## config.mk

```make
export PLATFORM = sky130hd
export DESIGN_NAME = lipc_top
export DESIGN_NICKNAME = d
export VERILOG_FILES = /design/src/rtl/lipc_pkg.sv /design/src/rtl/lipc_msb_find.sv /design/src/rtl/lipc_ppr_calc.sv /design/src/rtl/lipc_top.sv
export SDC_FILE = /design/constraint.sdc
export NUM_CORES = 2
export LEC_CHECK = 0
export BUFFER_PORTS_ARGS = -buffer_cell sky130_fd_sc_hd__buf_2
export CAP_MARGIN = 20
export CORE_UTILIZATION = 65
export CTS_BUF_LIST = sky130_fd_sc_hd__clkbuf_8
export DETAILED_ROUTE_END_ITERATION = 10
export PLACE_DENSITY = 0.82
export SLEW_MARGIN = 20
export SYNTH_ARGS = -nofsm -noshare
export SYNTH_HDL_FRONTEND = slang
export SYNTH_SLANG_ARGS = --single-unit
```

## constraint.sdc

```tcl
create_clock -name clk -period 8.76 [get_ports clk]
set_clock_uncertainty 0.15 [all_clocks]
set_input_delay 1.752 -clock clk [delete_from_list [all_inputs] [get_ports clk]]
set_output_delay 1.752 -clock clk [all_outputs]
set_load 0.1 [all_outputs]
```

## src/rtl/lipc_pkg.sv

```systemverilog
package lipc_pkg;
   // register select codes on the register port
   typedef enum logic [1:0] {
      SEL_TPR  = 2'd0,
      SEL_SVR  = 2'd1,
      SEL_PPR  = 2'd2,
      SEL_NONE = 2'd3
   } lipc_sel_e;

   // fixed bit positions inside the spurious-vector register
   localparam int SVR_EN_BIT   = 8;
   localparam int SVR_DEOI_BIT = 12;
endpackage

```

## src/rtl/lipc_msb_find.sv

```systemverilog
// Highest-set-bit finder; TWO_LEVEL picks a word-then-bit scan.
module lipc_msb_find #(
   parameter int N         = 256,
   parameter bit TWO_LEVEL = 1'b1,
   parameter int WORD      = 32,
   localparam int IW       = $clog2(N)
) (
   input  logic [N-1:0]  vec,
   output logic          found,
   output logic [IW-1:0] idx
);
   assign found = |vec;

   generate
      if (!TWO_LEVEL) begin : g_flat
         always_comb begin
            idx = '0;
            for (int i = 0; i < N; i++)
               if (vec[i]) idx = IW'(i);
         end
      end else begin : g_two
         localparam int NW = N / WORD;
         logic [NW-1:0] wany;
         for (genvar w = 0; w < NW; w++) begin : g_w
            assign wany[w] = |vec[w*WORD +: WORD];
         end
         always_comb begin
            int ws;
            int bs;
            ws = 0;
            for (int w = 0; w < NW; w++)
               if (wany[w]) ws = w;
            bs = 0;
            for (int b = 0; b < WORD; b++)
               if (vec[ws*WORD + b]) bs = b;
            idx = IW'(ws*WORD + bs);
         end
      end
   endgenerate
endmodule

```

## src/rtl/lipc_ppr_calc.sv

```systemverilog
// Processor priority and blocking decision, per class of 2**(VEC_W-CLS_W) vectors.
module lipc_ppr_calc #(
   parameter int VEC_W = 8,
   parameter int CLS_W = 4
) (
   input  logic [VEC_W-1:0] tpr,
   input  logic             isr_found,
   input  logic [VEC_W-1:0] isr_top,
   input  logic [VEC_W-1:0] irr_top,
   output logic [VEC_W-1:0] ppr,
   output logic             blocked
);
   localparam int SUB_W = VEC_W - CLS_W;

   logic [CLS_W-1:0] isr_cls;
   assign isr_cls = isr_found ? isr_top[VEC_W-1 -: CLS_W] : '0;

   always_comb begin
      if (tpr[VEC_W-1 -: CLS_W] >= isr_cls) ppr = tpr;
      else                                  ppr = {isr_cls, {SUB_W{1'b0}}};
   end

   assign blocked = (ppr != '0) &&
                    (irr_top[VEC_W-1 -: CLS_W] <= ppr[VEC_W-1 -: CLS_W]);
endmodule

```

## src/rtl/lipc_top.sv

```systemverilog
module lipc_top import lipc_pkg::*; #(
   parameter int NUM_VEC   = 256,
   parameter int CLS_W     = 4,
   parameter int DATA_W    = 32,
   parameter int SCAN_WORD = 32,
   parameter bit TWO_LEVEL = 1'b1,
   localparam int VEC_W    = $clog2(NUM_VEC)
) (
   input  logic              clk,
   input  logic              rst_n,
   input  logic              acc_valid_i,
   input  logic [VEC_W-1:0]  acc_vec_i,
   input  logic              acc_level_i,
   input  logic              reg_wr_i,
   input  logic [1:0]        reg_sel_i,
   input  logic [DATA_W-1:0] reg_wdata_i,
   output logic [DATA_W-1:0] reg_rdata_o,
   input  logic              ack_i,
   output logic [VEC_W-1:0]  ack_vec_o,
   output logic              ack_none_o,
   output logic              ack_spur_o,
   input  logic              eoi_i,
   output logic              irq_o,
   output logic              eoi_bcast_o,
   output logic [VEC_W-1:0]  eoi_bcast_vec_o
);
   generate
      if ((1 << VEC_W) != NUM_VEC) begin : g_chk_pow2
         $error("NUM_VEC must be a power of two");
      end
      if (CLS_W < 1 || CLS_W >= VEC_W) begin : g_chk_cls
         $error("CLS_W must be between 1 and VEC_W-1");
      end
      if (DATA_W <= SVR_DEOI_BIT || DATA_W < VEC_W) begin : g_chk_data
         $error("DATA_W too narrow for the register fields");
      end
      if (TWO_LEVEL && (NUM_VEC % SCAN_WORD != 0 || NUM_VEC / SCAN_WORD < 2)) begin : g_chk_word
         $error("SCAN_WORD must split NUM_VEC into two or more words");
      end
   endgenerate

   logic [NUM_VEC-1:0] irr_q, isr_q, tmr_q;
   logic [VEC_W-1:0]   tpr_q, svr_vec_q;
   logic               svr_en_q, svr_deoi_q;

   logic               irr_found, isr_found, blocked;
   logic [VEC_W-1:0]   irr_top, isr_top, ppr;

   lipc_msb_find #(.N(NUM_VEC), .TWO_LEVEL(TWO_LEVEL), .WORD(SCAN_WORD)) i_irr_find (
      .vec(irr_q), .found(irr_found), .idx(irr_top));
   lipc_msb_find #(.N(NUM_VEC), .TWO_LEVEL(TWO_LEVEL), .WORD(SCAN_WORD)) i_isr_find (
      .vec(isr_q), .found(isr_found), .idx(isr_top));
   lipc_ppr_calc #(.VEC_W(VEC_W), .CLS_W(CLS_W)) i_ppr (
      .tpr(tpr_q), .isr_found(isr_found), .isr_top(isr_top),
      .irr_top(irr_top), .ppr(ppr), .blocked(blocked));

   assign irq_o = svr_en_q && irr_found && !blocked;

   // acknowledge response, combinational while ack_i is high
   logic grant;
   always_comb begin
      grant      = 1'b0;
      ack_none_o = 1'b0;
      ack_spur_o = 1'b0;
      ack_vec_o  = '0;
      if (ack_i) begin
         if (!svr_en_q || !irr_found) begin
            ack_none_o = 1'b1;
         end else if (blocked) begin
            ack_spur_o = 1'b1;
            ack_vec_o  = svr_vec_q;
         end else begin
            grant     = 1'b1;
            ack_vec_o = irr_top;
         end
      end
   end

   logic retire;
   assign retire = eoi_i && isr_found;

   logic [NUM_VEC-1:0] irr_d, isr_d, tmr_d;
   always_comb begin
      irr_d = irr_q;
      isr_d = isr_q;
      tmr_d = tmr_q;
      if (grant)  irr_d[irr_top] = 1'b0;
      if (acc_valid_i) begin
         irr_d[acc_vec_i] = 1'b1;
         tmr_d[acc_vec_i] = acc_level_i;
      end
      if (retire) isr_d[isr_top] = 1'b0;
      if (grant)  isr_d[irr_top] = 1'b1;
   end

   always_ff @(posedge clk or negedge rst_n) begin
      if (!rst_n) begin
         irr_q           <= '0;
         isr_q           <= '0;
         tmr_q           <= '0;
         tpr_q           <= '0;
         svr_vec_q       <= '0;
         svr_en_q        <= 1'b0;
         svr_deoi_q      <= 1'b0;
         eoi_bcast_o     <= 1'b0;
         eoi_bcast_vec_o <= '0;
      end else begin
         irr_q <= irr_d;
         isr_q <= isr_d;
         tmr_q <= tmr_d;
         if (reg_wr_i && reg_sel_i == SEL_TPR) tpr_q <= reg_wdata_i[VEC_W-1:0];
         if (reg_wr_i && reg_sel_i == SEL_SVR) begin
            svr_vec_q  <= reg_wdata_i[VEC_W-1:0];
            svr_en_q   <= reg_wdata_i[SVR_EN_BIT];
            svr_deoi_q <= reg_wdata_i[SVR_DEOI_BIT];
         end
         eoi_bcast_o     <= retire && tmr_q[isr_top] && !svr_deoi_q;
         eoi_bcast_vec_o <= retire ? isr_top : '0;
      end
   end

   always_comb begin
      reg_rdata_o = '0;
      unique case (reg_sel_i)
         SEL_TPR: reg_rdata_o[VEC_W-1:0] = tpr_q;
         SEL_SVR: begin
            reg_rdata_o[VEC_W-1:0]    = svr_vec_q;
            reg_rdata_o[SVR_EN_BIT]   = svr_en_q;
            reg_rdata_o[SVR_DEOI_BIT] = svr_deoi_q;
         end
         SEL_PPR: reg_rdata_o[VEC_W-1:0] = ppr;
         default: reg_rdata_o = '0;
      endcase
   end
endmodule

```

# Yosys cells after proc, flatten, opt, wreduce, memory -nomap -nowiden
# Index checks and enable logic that the tools add are counted.
# W data, S select, Z words.
[word_totals]
register_bits = 795
in_bits = 49
[op_classes]
n_addsub = 64
n_lt_le_gt_ge = 70
eq_ne = 2
mux = 292
bitwise_logic = 6
n_reduce_logical = 34
[ops]
columns = ["cell", "count"]
rows = [
  ["$lt A32 B10 Y1 const B", 62],
  ["$mux W256", 4],
  ["$and A256 B256 Y256", 2],
  ["$not A256 Y256", 2],
  ["$or A256 B256 Y256", 2],
  ["$reduce_or A256 Y1", 2],
  ["$bmux W1 S8", 63],
  ["$reduce_or A32 Y1", 14],
  ["$add A8 B5 Y9 const B", 32],
  ["$bwmux W256", 1],
  ["$mux W5", 32],
  ["$add A8 B4 Y9 const B", 16],
  ["$mux W1", 142],
  ["$add A8 B3 Y9 const B", 8],
  ["$mux W4", 17],
  ["$mux W3", 16],
  ["$mux W8", 5],
  ["$add A8 B2 Y9 const B", 4],
  ["$lt A8 B9 Y1 const B", 3],
  ["$demux W1 S8", 3],
  ["$ge A8 B1 Y1 const B", 3],
  ["$pmux W8 S3", 1],
  ["$add A8 B1 Y9 const B", 2],
  ["$add A8 B5 Y8", 2],
  ["other kinds (10)", 30],
]

# Longest topological paths before layout
[depth]
ltp_word = 55
mapped_depth = 34
mapped_depth_nobuf = 32

# Hierarchy
# Synthesis repeated with hierarchy kept, for this count alone.
[unflattened]
cells_unflattened = 3994
area_unflattened_um2 = 40054.7
[modules_own_cells]
columns = ["mod", "n_inst", "cells_per_inst", "area_each_um2", "seq_area_each_um2"]
rows = [
  ["lipc_top", 1, 3068, 33717.3, 19894.1],
  ["lipc_msb_find (i_isr_find)", 1, 439, 3114.2, 0.0],
  ["lipc_msb_find (i_irr_find)", 1, 442, 2847.7, 0.0],
  ["lipc_ppr_calc", 1, 45, 375.4, 0.0],
]

# Least setup slack after synthesis
# Ideal clock, no wire load.
[synth_timing]
path_kind = "register -> output"
start = "reg isr_q[145]"
end = "out ack_vec_o[6]"
arrival_ns = 8.429
path_slack_ns = -1.571
stages_incl_launch_ff = 28
n_path_buf = 1
path_cell_list = "dfrtp_1 > nor4_1 > nand2_1 > or4_4 > a221o_2 > nand2_4 > mux2_2 > a211oi_1 > or4bb_1 > nor2_1 > nand3_1 > ha_1 > nand2b_1 > a21o_1 > a21o_1 > a21oi_1 > nor2_1 > or2_2 > ha_1 > nor2b_1 > o21ai_0 > nand2b_1 > a21oi_1 > a41o_1 > o31ai_4 > clkbuf_1 > nor2_1 > a211oi_1"
[synth_via]
elab_chain_cells = 49
elab_cells_between_ends = 171
[synth_lines]
columns = ["element", "line_no", "rtl"]
rows = [
  ["start: declaration", "lipc_top.sv:42", "logic [NUM_VEC-1:0] irr_q, isr_q, tmr_q;"],
  ["start signal: assignment", "lipc_top.sv:109", "isr_q <= isr_d;"],
  ["$reduce_or A32 Y1", "lipc_msb_find.sv:25", "assign wany[w] = |vec[w*WORD +: WORD];"],
  ["$mux W3 (4 in a row)", "lipc_msb_find.sv:32", "if (wany[w]) ws = w;"],
  ["$add A8 B1 Y9", "lipc_msb_find.sv:35", "if (vec[ws*WORD + b]) bs = b;"],
  ["$bmux W1 S8", "lipc_msb_find.sv:35", ""],
  ["$mux W1 (not written as such) (2 in a row)", "lipc_msb_find.sv:35", ""],
  ["$mux W1", "lipc_msb_find.sv:35", ""],
  ["$mux W2 (2 in a row)", "lipc_msb_find.sv:35", ""],
  ["$mux W3 (4 in a row)", "lipc_msb_find.sv:35", ""],
  ["[25 not listed]", "-", ""],
  ["$mux W4 *", "lipc_ppr_calc.sv:16", "assign isr_cls = isr_found ? isr_top[VEC_W-1 -: CLS_W] : '0;"],
  ["$ge A4 B4 Y1", "lipc_ppr_calc.sv:19", "if (tpr[VEC_W-1 -: CLS_W] >= isr_cls) ppr = tpr;"],
  ["$mux W8 *", "lipc_ppr_calc.sv:19", ""],
  ["$le A4 B4 Y1 / $reduce_bool A8 Y1 (equally long branches)", "lipc_ppr_calc.sv:24, lipc_ppr_calc.sv:23", ""],
  ["$logic_and A1 B1 Y1 *", "lipc_ppr_calc.sv:23", "assign blocked = (ppr != '0) &&"],
  ["$mux W8 *", "lipc_top.sv:69", "end else if (blocked) begin"],
  ["$mux W8 *", "lipc_top.sv:67", "if (!svr_en_q || !irr_found) begin"],
  ["$mux W8 *", "lipc_top.sv:66", "if (ack_i) begin"],
  ["end: declaration", "lipc_top.sv:19", "output logic [VEC_W-1:0] ack_vec_o,"],
]
# Mark *: on every way between the ends. The rest lies on a longest branch, timed or not. The select of a mux whose other input is x is not followed.

# Worst setup path in the final report
[layout_timing]
start = "reg isr_q[152]"
end = "out ack_vec_o[7]"
# Same word-level chain as after synthesis.

==> impl_metrics.yaml <==
drt:
  route.detailed.vias_per_inst: 7.43
  route.vias.total: 39100
  met2WireLength_um: 68800
  drtPass1Iterations: 7
  topRoutingLayerUsed: "met5"
  total_wire_length_um: 170000
  routed_wire_length_per_instance_um: 32.4
  detail-route-antenna-nets: 0
  wirelength_met1_um: 58800
  remaining_drc_errors: 0
  met3_wirelength_um: 27600
  detailedRoute.firstIterationViolations: 6460
worst_setup_path:
  start_kind: "flip-flop"
  worst-setup-path-type: "flip-flop to primary output"
  critical_path_data_required_time_ps: 6860
  critPathArrivalTime_ps: 7340
  worst-r2r-setup-slack_ps: 590
  crit_path_top_delay_cell: "sky130_fd_sc_hd__or4_4"
  crit_fanout: 14
  worstSetupEndpointType: "primary output"
  timing.critical_path.slowest_cell_delay_ps: 590
die:
  dieWidth_um: 251
  fp-row-count: 90
  die_area_sq_um: 62900
  pin_count: 101
  die_height_um: 251
  core_ar_sq_um: 60800
  start_util_pct: 66.2
yosys:
  ys_async_sr_fraction_pct: 100
  ys_seq_area_share_pct: 49.4
  synthDominantCellAreaShare_pct: 49.4
  most_common_flop_cell_mapped_by_yosys: "sky130_fd_sc_hd__dfrtp_1"
  synthesis.instances: 4257
  synth.area.top_cells: "sky130_fd_sc_hd__dfrtp_1, sky130_fd_sc_hd__o21ai_0, sky130_fd_sc_hd__mux2_2"
  synthDistinctLibCells: 96
  avgSynthCellArea_sq_um: 9.45
  synth_warnings: 0
  synth_edf_count: 0
  netlist_area_sq_um: 40200
  synth-seq-cells: 795
  synth_area_leader_cell: "sky130_fd_sc_hd__dfrtp_1"
placement:
  postPlaceCellArea_sq_um: 42300
  gp_congestion: 1.10
  hpwlAfterDp_um: 119000
  io_buffer_count: 56
run_status:
  violations: "setup timing"
  outcome: "complete, but fails checks"
grt:
  grt_antenna_before_repair: 7
  grt_overflow: 0
  grt_max_degree: 198
  first_global_vias: 37553
  wire_length_of_the_first_global_routing_pass_um: 245000
  grt_usage_pct: 53.9
finish:
  fillerInstances: 4357
  multiInputGateArea_sq_um: 19400
  sequential_cell_area_sq_um: 19900
  leading_cell_types_in_the_layout_fill_and_taps_excluded: "sky130_fd_sc_hd__dfrtp_1, sky130_fd_sc_hd__o21ai_0, sky130_fd_sc_hd__nand2_1"
  layout.nets: 4432
  area_delta_synth_final_pct: 13.4
  final_design_area_no_fill_sq_um: 45700
  final_common_cell: "sky130_fd_sc_hd__dfrtp_1"
  drive_above_1_share_pct: 19.2
clocking:
  clock_transition_at_the_registers_of_the_reported_paths_ps: 60
  cts-hold-fix-buffers: 0
  cts_made_buffers: 133
  cts-root-buf: "sky130_fd_sc_hd__clkbuf_8"
  clock_latency_of_the_later_clocked_register_in_the_worst_skew_pair_ps: 830
  cts.sinks: 795
  cts.path.max_buffers: 3
  cts_tree: "built"
  ctsHtreeMaxLevel: 4
sta:
  minimum_setup_slack_in_the_final_design_ps: -487
  finalCriticalPeriod_ps: 9250
  hold_viol: 0
  finalSetupViolCount: 10
  maxSlewHeadroom_pct: 12.1
  grt_setup_unrepaired: "true"
  final.period_utilization_pct: 106
  transition_time_at_the_pin_with_the_least_slew_margin_ps: 1320
  maximum_clock_frequency_mhz: 108
  report.final.slew_viol_count: 0
flow_run:
  drv.max_cap_violation_count: 0
hold_path:
  hold_path_class: "flip-flop to flip-flop"
## cell usage after synthesis (6+ instances only)
master / count
sky130_fd_sc_hd__a21o_1: 106
sky130_fd_sc_hd__buf_1: 10
sky130_fd_sc_hd__or3_1: 20
sky130_fd_sc_hd__or4_1: 6
sky130_fd_sc_hd__buf_4: 29
sky130_fd_sc_hd__inv_1: 25
sky130_fd_sc_hd__o221ai_1: 12
sky130_fd_sc_hd__a211o_1: 8
sky130_fd_sc_hd__a221o_1: 10
sky130_fd_sc_hd__a211oi_1: 25
sky130_fd_sc_hd__mux2i_1: 156
sky130_fd_sc_hd__a221oi_1: 25
sky130_fd_sc_hd__or2_2: 11
sky130_fd_sc_hd__o22ai_1: 23
sky130_fd_sc_hd__dfrtp_1: 795
sky130_fd_sc_hd__mux2_2: 231
sky130_fd_sc_hd__nor2_1: 295
sky130_fd_sc_hd__and3_1: 12
sky130_fd_sc_hd__mux4_2: 8
sky130_fd_sc_hd__o211ai_1: 20
sky130_fd_sc_hd__nor2b_1: 19
sky130_fd_sc_hd__and4_1: 6
sky130_fd_sc_hd__nor3_2: 11
sky130_fd_sc_hd__nand3_1: 179
sky130_fd_sc_hd__clkbuf_1: 261
sky130_fd_sc_hd__ha_1: 8
sky130_fd_sc_hd__nand4_1: 50
sky130_fd_sc_hd__a22o_1: 60
sky130_fd_sc_hd__nand2_1: 534
sky130_fd_sc_hd__a31oi_1: 12
sky130_fd_sc_hd__nor4_1: 152
sky130_fd_sc_hd__o21ai_1: 43
sky130_fd_sc_hd__and2_1: 19
sky130_fd_sc_hd__o21ai_0: 745
sky130_fd_sc_hd__a21boi_0: 7
sky130_fd_sc_hd__nor3_1: 28
sky130_fd_sc_hd__buf_2: 34
sky130_fd_sc_hd__o21a_1: 14
sky130_fd_sc_hd__a21oi_1: 115
sky130_fd_sc_hd__nand2b_1: 21
## worst max-delay path: cells and delay by family (launching register included)
kind	cells	cell delay (ps)
buf+inv	4	770
fa+ha+maj	2	380
flops	1	410
compound gates	12	2210
simple gates	12	2700
## flip-flops by register name, summed over array words and instances (netlist names)
signal / flops
irr_q: 256
isr_q: 256
tmr_q: 256
eoi_bcast_vec_o: 8
svr_vec_q: 8
tpr_q: 8
eoi_bcast_o: 1
svr_deoi_q: 1
svr_en_q: 1
## area by class of cell
| class | count | share of cell area [%] |
|---|---|---|
| diodes | 6 | 0.0329 |
| clock buffers | 163 | 4.91 |
| clock inverters | 72 | 1.06 |
| inverters | 26 | 0.214 |
| multi-input cells | 3119 | 42.5 |
| flip-flops and latches | 795 | 43.6 |
| well taps | 782 | 2.14 |
| repair buffers | 300 | 5.52 |
## routing by layer
layer / up-vias / track usage, %
li1: 15718 / -
met1: 18775 / 67.4
met2: 3641 / 74.4
met3: 962 / 23.2
met4: 4 / 39.2
met5: - / 0
## final timing paths
path | end | depth (start not counted) | start
worst max register to register | eoi_bcast_o | 20 | isr_q[152]
max in group asynchronous | tmr_q[206] | 3 | rst_n
worst min-delay path | irr_q[224] | 1 | irr_q[224]
worst max-delay path | ack_vec_o[7] | 30 | isr_q[152]
worst min register to register | irr_q[224] | 1 | irr_q[224]
min in group asynchronous | isr_q[209] | 1 | rst_n
## timing repair
| action | in CTS | in global routing |
|---|---|---|
| endpoints found under the hold margin | 0 | 0 |
| endpoints found under the setup margin | 11 | 11 |
| setup buffers | 17 | 11 |
| pin swaps | 31 | 17 |
| gates resized for setup | 46 | 18 |
| gates cloned | 1 | 0 |
## kinds of logic after synthesis
| family | Yosys count | synth area share (%) |
|---|---|---|
| other | 1 | 0.00932 |
| buffers and inverters | 364 | 3.85 |
| adders and majority gates | 8 | 0.249 |
| AOI/OAI and AO/OA | 1297 | 19.3 |
| DFF | 795 | 49.4 |
| muxes | 396 | 10.8 |
| and+or+nand+nor | 1396 | 16.3 |
## per-stage QoR
stage                     setup TNS (ps)  cells  utilization (%)  worst slack [ps]  hold WS (ps)
after detailed placement            -515   4990             69.5              -108           324
final                              -4300   5263             75.1              -487           349
after global placement             -29.1   4990             69.5             -16.3           325
after CTS                          -3250   5243             74.6              -420           349
after floorplan                     -165   4278                -              -165           300
after global routing               -6270   5258             75.1              -700           358
Power is left out: the tool's default activity adds up to more than one toggle a clock period on the data nets, which glitch-free logic cannot reach.
